==> config.mk <==
export PLATFORM = sky130hd
export DESIGN_NAME = i2c_dual_file_target
export DESIGN_NICKNAME = d
export VERILOG_FILES = /design/src/rtl/i2ct_pkg.sv /design/src/rtl/i2ct_bus_sense.sv /design/src/rtl/i2ct_rx_file.sv /design/src/rtl/i2ct_tx_file.sv /design/src/rtl/i2ct_link.sv /design/src/rtl/i2c_dual_file_target.sv
export SDC_FILE = /design/constraint.sdc
export NUM_CORES = 2
export LEC_CHECK = 0
export ABC_AREA = 1
export CORE_MARGIN = 4
export CORE_UTILIZATION = 35
export DETAILED_ROUTE_END_ITERATION = 8
export PLACE_DENSITY = 0.61
export SETUP_SLACK_MARGIN = 0.4
export SYNTH_ARGS = -nofsm -noshare
export SYNTH_HDL_FRONTEND = slang
export SYNTH_SLANG_ARGS = --single-unit
export TNS_END_PERCENT = 30
==> constraint.sdc <==
create_clock -name clk -period 44.6 [get_ports clk]
set_input_delay 8.92 -clock clk [delete_from_list [all_inputs] [get_ports clk]]
set_output_delay 8.92 -clock clk [all_outputs]
set_load 0.1 [all_outputs]
==> src/rtl/i2ct_pkg.sv <==
package i2ct_pkg;
  typedef enum logic [2:0] {
    LS_IDLE, LS_ADDR, LS_ADDR_ACK, LS_WR_DATA, LS_WR_ACK, LS_RD_DATA, LS_RD_ACK, LS_PARK
  } link_state_e;
  localparam int IRQ_N = 3;  // bit0 read start, bit1 read end, bit2 write end
endpackage

==> src/rtl/i2ct_bus_sense.sv <==
module i2ct_bus_sense (
  input  logic clk,
  input  logic rst_n,
  input  logic scl_i,
  input  logic sda_i,
  output logic scl_rise,
  output logic scl_fall,
  output logic start_det,
  output logic stop_det,
  output logic sda_lvl
);
  logic [1:0] scl_sy, sda_sy;
  logic       scl_q, sda_q;

  always_ff @(posedge clk or negedge rst_n) begin
    if (!rst_n) begin
      scl_sy <= 2'b11;
      sda_sy <= 2'b11;
      scl_q  <= 1'b1;
      sda_q  <= 1'b1;
    end else begin
      scl_sy <= {scl_sy[0], scl_i};
      sda_sy <= {sda_sy[0], sda_i};
      scl_q  <= scl_sy[1];
      sda_q  <= sda_sy[1];
    end
  end

  assign scl_rise  = scl_sy[1] & ~scl_q;
  assign scl_fall  = ~scl_sy[1] & scl_q;
  assign start_det = scl_sy[1] & scl_q & sda_q & ~sda_sy[1];
  assign stop_det  = scl_sy[1] & scl_q & ~sda_q & sda_sy[1];
  assign sda_lvl   = sda_sy[1];
endmodule

==> src/rtl/i2ct_rx_file.sv <==
module i2ct_rx_file #(
  parameter int BYTES = 64
) (
  input  logic                       clk,
  input  logic                       rst_n,
  input  logic                       byte_we,
  input  logic [$clog2(BYTES)-1:0]   byte_idx,
  input  logic [7:0]                 byte_data,
  input  logic [$clog2(BYTES)-3:0]   rd_word_idx,
  output logic [31:0]                rd_word
);
  localparam int BAW = $clog2(BYTES);
  logic [7:0] mem [BYTES];

  for (genvar b = 0; b < BYTES; b++) begin : g_byte
    always_ff @(posedge clk or negedge rst_n) begin
      if (!rst_n)                                 mem[b] <= 8'h00;
      else if (byte_we && byte_idx == BAW'(b))    mem[b] <= byte_data;
    end
  end

  assign rd_word = {mem[{rd_word_idx, 2'd3}], mem[{rd_word_idx, 2'd2}],
                    mem[{rd_word_idx, 2'd1}], mem[{rd_word_idx, 2'd0}]};
endmodule

==> src/rtl/i2ct_tx_file.sv <==
module i2ct_tx_file #(
  parameter int BYTES = 64
) (
  input  logic                       clk,
  input  logic                       rst_n,
  input  logic                       word_we,
  input  logic [$clog2(BYTES)-3:0]   word_idx,
  input  logic [31:0]                word_data,
  output logic [31:0]                rd_word,
  input  logic [$clog2(BYTES)-1:0]   rd_byte_idx,
  output logic [7:0]                 rd_byte
);
  localparam int WAW = $clog2(BYTES) - 2;
  logic [7:0] mem [BYTES];

  for (genvar b = 0; b < BYTES; b++) begin : g_byte
    always_ff @(posedge clk or negedge rst_n) begin
      if (!rst_n)                                    mem[b] <= 8'h00;
      else if (word_we && word_idx == WAW'(b / 4))   mem[b] <= word_data[8*(b%4) +: 8];
    end
  end

  assign rd_word = {mem[{word_idx, 2'd3}], mem[{word_idx, 2'd2}],
                    mem[{word_idx, 2'd1}], mem[{word_idx, 2'd0}]};
  assign rd_byte = mem[rd_byte_idx];
endmodule

==> src/rtl/i2ct_link.sv <==
module i2ct_link import i2ct_pkg::*; #(
  parameter int          BAW      = 6,
  parameter logic [6:0]  DEV_ADDR = 7'h50
) (
  input  logic             clk,
  input  logic             rst_n,
  input  logic             scl_rise,
  input  logic             scl_fall,
  input  logic             start_det,
  input  logic             stop_det,
  input  logic             sda_lvl,
  input  logic [7:0]       tx_byte,
  input  logic             clr_wr_ptr,
  input  logic             clr_rd_ptr,
  output logic             sda_drv,
  output logic             rx_we,
  output logic [7:0]       rx_data,
  output logic [BAW-1:0]   wr_ptr,
  output logic [BAW+2:0]   rd_ptr,
  output logic             ev_rd_start,
  output logic             ev_rd_end,
  output logic             ev_wr_end
);
  link_state_e      st_q, st_n;
  logic [3:0]       cnt_q, cnt_n;
  logic [7:0]       sh_q, sh_n;
  logic             drv_n, isrd_q, isrd_n, wact_q, wact_n;
  logic [BAW-1:0]   wp_n;
  logic [BAW+2:0]   rp_n;
  logic             tx_bit;

  assign tx_bit  = tx_byte[3'd7 - rd_ptr[2:0]];
  assign rx_data = sh_q;

  always_comb begin
    st_n = st_q;  cnt_n = cnt_q;  sh_n = sh_q;  drv_n = sda_drv;
    isrd_n = isrd_q;  wact_n = wact_q;  wp_n = wr_ptr;  rp_n = rd_ptr;
    rx_we = 1'b0;  ev_rd_start = 1'b0;  ev_rd_end = 1'b0;  ev_wr_end = 1'b0;
    if (start_det || stop_det) begin
      ev_wr_end = wact_q;
      wact_n    = 1'b0;
      drv_n     = 1'b0;
      cnt_n     = 4'd0;
      st_n      = start_det ? LS_ADDR : LS_IDLE;
    end else begin
      unique case (st_q)
        LS_ADDR: begin
          if (scl_rise) begin
            sh_n = {sh_q[6:0], sda_lvl};  cnt_n = cnt_q + 4'd1;
          end else if (scl_fall && cnt_q == 4'd8) begin
            if (sh_q[7:1] == DEV_ADDR) begin
              drv_n = 1'b1;  isrd_n = sh_q[0];  wact_n = ~sh_q[0];
              ev_rd_start = sh_q[0];  st_n = LS_ADDR_ACK;
            end else begin
              st_n = LS_PARK;
            end
          end
        end
        LS_ADDR_ACK: if (scl_fall) begin
          cnt_n = 4'd0;
          drv_n = isrd_q ? ~tx_bit : 1'b0;
          st_n  = isrd_q ? LS_RD_DATA : LS_WR_DATA;
        end
        LS_WR_DATA: begin
          if (scl_rise) begin
            sh_n = {sh_q[6:0], sda_lvl};  cnt_n = cnt_q + 4'd1;
          end else if (scl_fall && cnt_q == 4'd8) begin
            rx_we = 1'b1;  wp_n = wr_ptr + 1'b1;  drv_n = 1'b1;  st_n = LS_WR_ACK;
          end
        end
        LS_WR_ACK: if (scl_fall) begin
          drv_n = 1'b0;  cnt_n = 4'd0;  st_n = LS_WR_DATA;
        end
        LS_RD_DATA: begin
          if (scl_rise) begin
            rp_n = rd_ptr + 1'b1;  cnt_n = cnt_q + 4'd1;
          end else if (scl_fall) begin
            if (cnt_q == 4'd8) begin
              drv_n = 1'b0;  st_n = LS_RD_ACK;
            end else begin
              drv_n = ~tx_bit;
            end
          end
        end
        LS_RD_ACK: begin
          if (scl_rise && sda_lvl) begin
            ev_rd_end = 1'b1;  st_n = LS_PARK;
          end else if (scl_fall) begin
            cnt_n = 4'd0;  drv_n = ~tx_bit;  st_n = LS_RD_DATA;
          end
        end
        default: ;
      endcase
    end
    if (clr_wr_ptr) wp_n = '0;
    if (clr_rd_ptr) rp_n = '0;
  end

  always_ff @(posedge clk or negedge rst_n) begin
    if (!rst_n) begin
      st_q <= LS_IDLE;  cnt_q <= 4'd0;  sh_q <= 8'h00;  sda_drv <= 1'b0;
      isrd_q <= 1'b0;  wact_q <= 1'b0;  wr_ptr <= '0;  rd_ptr <= '0;
    end else begin
      st_q <= st_n;  cnt_q <= cnt_n;  sh_q <= sh_n;  sda_drv <= drv_n;
      isrd_q <= isrd_n;  wact_q <= wact_n;  wr_ptr <= wp_n;  rd_ptr <= rp_n;
    end
  end
endmodule

==> src/rtl/i2c_dual_file_target.sv <==
module i2c_dual_file_target import i2ct_pkg::*; #(
  parameter int          FILE_BYTES = 64,
  parameter logic [6:0]  DEV_ADDR   = 7'h50
) (
  input  logic                            clk,
  input  logic                            rst_n,
  input  logic                            scl_i,
  input  logic                            sda_i,
  output logic                            scl_oe,
  output logic                            sda_oe,
  input  logic                            bus_sel,
  input  logic                            bus_we,
  input  logic [$clog2(FILE_BYTES)-1:0]   bus_addr,
  input  logic [31:0]                     bus_wdata,
  output logic [31:0]                     bus_rdata,
  output logic                            irq
);
  localparam int BAW = $clog2(FILE_BYTES);
  localparam int WAW = BAW - 2;
  localparam int PW  = BAW + 3;

  logic [1:0]        rst_sy;
  logic              rst_q_n;
  logic              scl_rise, scl_fall, start_det, stop_det, sda_lvl;
  logic              rx_we, ev_rd_start, ev_rd_end, ev_wr_end;
  logic [7:0]        rx_data, tx_byte;
  logic [BAW-1:0]    wr_ptr;
  logic [PW-1:0]     rd_ptr;
  logic [31:0]       rx_word, tx_word;
  logic [1:0]        region;
  logic [WAW-1:0]    widx;
  logic              wen, ctrl_hit, tx_we, clr_wr, clr_rd, en_wr, st_wr;
  logic [IRQ_N-1:0]  irq_en, irq_en_n, irq_st, irq_st_n, ev_vec;

  always_ff @(posedge clk or negedge rst_n) begin
    if (!rst_n) rst_sy <= 2'b00;
    else        rst_sy <= {rst_sy[0], 1'b1};
  end
  assign rst_q_n = rst_sy[1];

  assign region   = bus_addr[BAW-1:BAW-2];
  assign widx     = bus_addr[WAW-1:0];
  assign wen      = bus_sel & bus_we;
  assign ctrl_hit = wen && region == 2'b10 && (widx >> 2) == '0;
  assign tx_we    = wen && region == 2'b01;
  assign clr_wr   = ctrl_hit && widx[1:0] == 2'd0;
  assign clr_rd   = ctrl_hit && widx[1:0] == 2'd1;
  assign en_wr    = ctrl_hit && widx[1:0] == 2'd2;
  assign st_wr    = ctrl_hit && widx[1:0] == 2'd3;
  assign ev_vec   = {ev_wr_end, ev_rd_end, ev_rd_start};

  i2ct_bus_sense u_sense (
    .clk(clk), .rst_n(rst_q_n), .scl_i(scl_i), .sda_i(sda_i),
    .scl_rise(scl_rise), .scl_fall(scl_fall), .start_det(start_det),
    .stop_det(stop_det), .sda_lvl(sda_lvl)
  );

  i2ct_link #(.BAW(BAW), .DEV_ADDR(DEV_ADDR)) u_link (
    .clk(clk), .rst_n(rst_q_n), .scl_rise(scl_rise), .scl_fall(scl_fall),
    .start_det(start_det), .stop_det(stop_det), .sda_lvl(sda_lvl),
    .tx_byte(tx_byte), .clr_wr_ptr(clr_wr), .clr_rd_ptr(clr_rd),
    .sda_drv(sda_oe), .rx_we(rx_we), .rx_data(rx_data), .wr_ptr(wr_ptr),
    .rd_ptr(rd_ptr), .ev_rd_start(ev_rd_start), .ev_rd_end(ev_rd_end),
    .ev_wr_end(ev_wr_end)
  );

  i2ct_rx_file #(.BYTES(FILE_BYTES)) u_rx (
    .clk(clk), .rst_n(rst_q_n), .byte_we(rx_we), .byte_idx(wr_ptr),
    .byte_data(rx_data), .rd_word_idx(widx), .rd_word(rx_word)
  );

  i2ct_tx_file #(.BYTES(FILE_BYTES)) u_tx (
    .clk(clk), .rst_n(rst_q_n), .word_we(tx_we), .word_idx(widx),
    .word_data(bus_wdata), .rd_word(tx_word), .rd_byte_idx(rd_ptr[PW-1:3]),
    .rd_byte(tx_byte)
  );

  always_comb begin
    irq_en_n = irq_en;
    irq_st_n = irq_st;
    if (en_wr) irq_en_n = bus_wdata[IRQ_N-1:0];
    if (st_wr) irq_st_n = irq_st_n & ~bus_wdata[IRQ_N-1:0];
    irq_st_n = irq_st_n | ev_vec;
  end

  always_ff @(posedge clk or negedge rst_q_n) begin
    if (!rst_q_n) begin
      irq_en <= '0;
      irq_st <= '0;
    end else begin
      irq_en <= irq_en_n;
      irq_st <= irq_st_n;
    end
  end

  always_comb begin
    bus_rdata = 32'h0;
    unique case (region)
      2'b00: bus_rdata = rx_word;
      2'b01: bus_rdata = tx_word;
      2'b10: if ((widx >> 2) == '0) begin
        unique case (widx[1:0])
          2'd0: bus_rdata = {{(32-BAW){1'b0}}, wr_ptr};
          2'd1: bus_rdata = {{(32-PW){1'b0}}, rd_ptr};
          2'd2: bus_rdata = {{(32-IRQ_N){1'b0}}, irq_en};
          default: bus_rdata = {{(32-IRQ_N){1'b0}}, irq_st};
        endcase
      end
      default: bus_rdata = 32'h0;
    endcase
  end

  assign irq    = |(irq_st & irq_en);
  assign scl_oe = 1'b0;
endmodule

==> flow_summary.yaml <==
status:
  outcome: "complete, no violations"
timing:
  worst_slew_pin_slew_ns: 1.34
  rsz0062_at_grt: "false"
  max_freq_ghz: 0.0417
  max-slew-margin-rel_pct: 9.98
  layout_min_cycle_time_ns: 23.97
  setup_viol: 0
  hold_viol: 0
  final.period_utilization_pct: 53.7
  finalClockSkew_ns: 0.0174
  fin_hold_ws_ns: 0.353
  setup_tns_ns: 0
  drv_slew: 0
synthesis:
  synth_edf_count: 0
  ys.flop_type: "dfrtp_1"
  yosysMostFrequentCell: "nand2_1"
  yosys.cell_types.count: 43
  synth_area_per_cell_um2: 8.37
  synth_seq_cells: 1071
  synthCells: 6049
  netlist_area_um2: 50600
  ys_async_sr_fraction_pct: 100
  synth_seq_area_share_pct: 52.9
  synth_top_area_cell: "dfrtp_1"
  synthTopCellsByCount: "nand2_1, dfrtp_1, o21ai_0"
  syn_nets: 6100
  synth_top_area_share_pct: 52.6
  yosys-top-cells-area: "dfrtp_1, nand2_1, o21ai_0, a22oi_1, nand3_1"
  ys_warn_count: 0
place:
  dpl.hpwl_mm: 105
  place_congestion: 0.900
  port_buffers: 77
global_route:
  grt_pass1_wl_mm: 267
  antenna_found_initial: 4
  grt_overflow: 0
  grt_start_max_net_pins: 164
  grt_usage_pct: 22.6
  grt_pass1_vias: 42500
setup_path:
  critical-path-top-delay-family: "buffers and inverters"
  worstSetupEndpointType: "output port"
  path_max_fanout: 73
  criticalPathCategory: "in -> out"
  critPathRequiredTime_ns: 35.68
  cp-start-kind: "input port"
  path_buf_inv: 6
  arrival_ns: 15.05
  cpPeakStageDelay_ns: 1.29
  worstPathCellList: "clkdlybuf4s50_1, inv_1, nor2_4, buf_4, buf_4, buf_4, a22oi_1, a21oi_1, nor4_1, o21ai_0, clkdlybuf4s50_1"
  cp_slowest_cell: "clkdlybuf4s50_1"
  worst_path_most_repeated_cell: "buf_4"
cts:
  clkTransAtPathRegs_ns: 0.05
  clock_sinks: 1071
  h-tree-depth: 3
  cts_tree: "built"
  holdBufCountCts: 0
  root_buffer: "clkbuf_16"
  clockBufferDepth: 3
  postCtsSetupBuffers: 0
  numCtsBuffers: 112
  post_cts_resized: 0
  clkLatencyLatePin_ns: 0.72
power:
  share_comb_of_total_power_pct: 13.9
  internal_power_mw: 1.65
  p_sw_uw: 701
  pwr_density_cell_nw_per_um2: 41.9
  power_frac_clock_pct: 40.5
  leakage_nw: 23.0
  peakVddDrop_mv: 0.0331
  power.share.sequential_pct: 45.5
  switching_share_pct: 29.8
die:
  initial_utilization_pct: 35.3
  core_um2: 144000
  die_area_um2: 151000
  die_width_um: 388
  rows: 139
  io_pins: 79
  die-height_um: 388
route:
  first_pass_iters: 7
  vias_per_cell: 5.77
  drt-total-wl_mm: 175
  drt.antenna.violating_nets: 0
  drc: 0
  post_drt_wl_per_cell_um: 22.4
  drt-initial-drc-count: 5439
  vias: 44900
cells_and_area:
  fillers: 14700
  area_growth_pct: 10.7
  final_nets: 5846
  drive_gt1_share_pct: 5.78
run:
  max-cap-violations: 0
worst_hold_path:
  min_path_type: "reg -> reg"
## metrics by stage
| stage | instances | instance area, µm² | utilization (%) | worst slack (ns) | power, mW |
|---|---|---|---|---|---|
| after floorplan | 6049 | 50600 | - | 12.55 | 1.29 |
| after global placement | 7584 | 52400 | 36.5 | 20.83 | 1.40 |
| after detailed placement | 7584 | 52400 | 36.5 | 20.82 | 1.41 |
| after CTS | 7783 | 56100 | 39.0 | 20.81 | 2.36 |
| after global routing | 7783 | 56100 | 39.0 | 20.51 | 2.44 |
| final | 7785 | 56100 | 39.0 | 20.63 | 2.35 |
## placed cells by master (no fill, tap or decap), types with 5 or more instances in the layout
cell type,netlist,final
nand2_1,1774,1772
dfrtp_1,1065,1061
o21ai_0,1039,1039
a22oi_1,512,512
nand3_1,488,482
a21oi_1,268,268
clkbuf_16,0,116
nor2_1,84,81
inv_1,87,77
clkdlybuf4s50_1,0,77
buf_4,33,76
o21ai_1,39,39
o41ai_1,42,33
clkbuf_1,355,28
clkinv_2,0,27
nor4_1,26,21
inv_2,12,16
nand3_2,10,16
clkbuf_8,0,15
o41ai_2,0,9
nand4_2,9,9
bufinv_16,0,9
nor3_1,7,7
ha_1,7,7
nor2_2,6,6
nand4_1,6,6
dfstp_2,6,6
nor4_2,0,5
o211ai_1,5,5
o221ai_1,5,5
## worst register-to-register path: cells and delay by family (launching register included)
family	cells	cell delay [ns]
flip-flops	1	0.92
buffers and inverters	4	3.55
## area by class of cell
cell class              count  area (µm²)  area share (%)
multi-input cells        4350       21400            38.1
clock buffers             159        3210            5.73
well taps                1903        2380            4.25
repair buffers            157        1420            2.53
clock inverters            40         455           0.812
diodes                      2        5.00         0.00892
inverters                 103         415           0.741
flip-flops and latches   1071       26800            47.8
## cell families (layout without fill, tap and decap cells)
logic type / count (synthesis) / after routing / synth area share [%]
fa+ha+maj: 7 / 7 / 0.173
xor+xnor: 4 / 4 / 0.0692
other cells: 2 / 4 / 0.0148
flops: 1071 / 1071 / 52.9
simple gates: 2416 / 2416 / 19.6
buf+inv: 628 / 459 / 5.21
compound gates: 1921 / 1921 / 22.0
## final timing paths
path,startpoint,end,slack (ns),cells past startpoint
worst max-delay path,bus_addr[0],bus_rdata[18],20.63,11
worst min-delay path,rst_sy[0],rst_sy[1],0.35,0
worst max register to register,rst_sy[1],u_tx.mem[317],40.10,4
worst min register to register,rst_sy[0],rst_sy[1],0.35,0
max in group asynchronous,rst_n,rst_sy[1],36.11,1
min in group asynchronous,rst_sy[1],u_rx.mem[193],0.42,0
## state kept, by name (all words and copies together), names as in the netlist
register and flops:
u_sense.sda_q 1, u_link.wact_q 1, u_sense.scl_sy 2, u_sense.sda_sy 2, u_link.rx_data 8, u_link.wr_ptr 6, u_tx.mem 512, u_link.rd_ptr 9
u_sense.scl_q 1, u_link.sda_drv 1, u_link.cnt_q 4, rst_sy 2, u_link.st_q 3, irq_en 3, u_link.isrd_q 1, u_rx.mem 512
irq_st 3
## metal layers
layer  part of all wire, %  global-route usage (%)
met5                0.0074                       0
met4                   3.7                    8.21
met3                    10                    5.51
met2                    43                    33.9
met1                    43                    31.7
## power groups by stage
stage	clock network [mW]	logic, mW	registers [mW]
2_1_floorplan	0	0.210	1.08
3_3_place_gp	0	0.320	1.08
3_5_place_dp	0	0.324	1.08
4_1_cts	0.968	0.324	1.07
5_1_grt	1.01	0.359	1.07
6_report	0.952	0.328	1.07
Note: power is estimated with default switching activity, not from simulation.
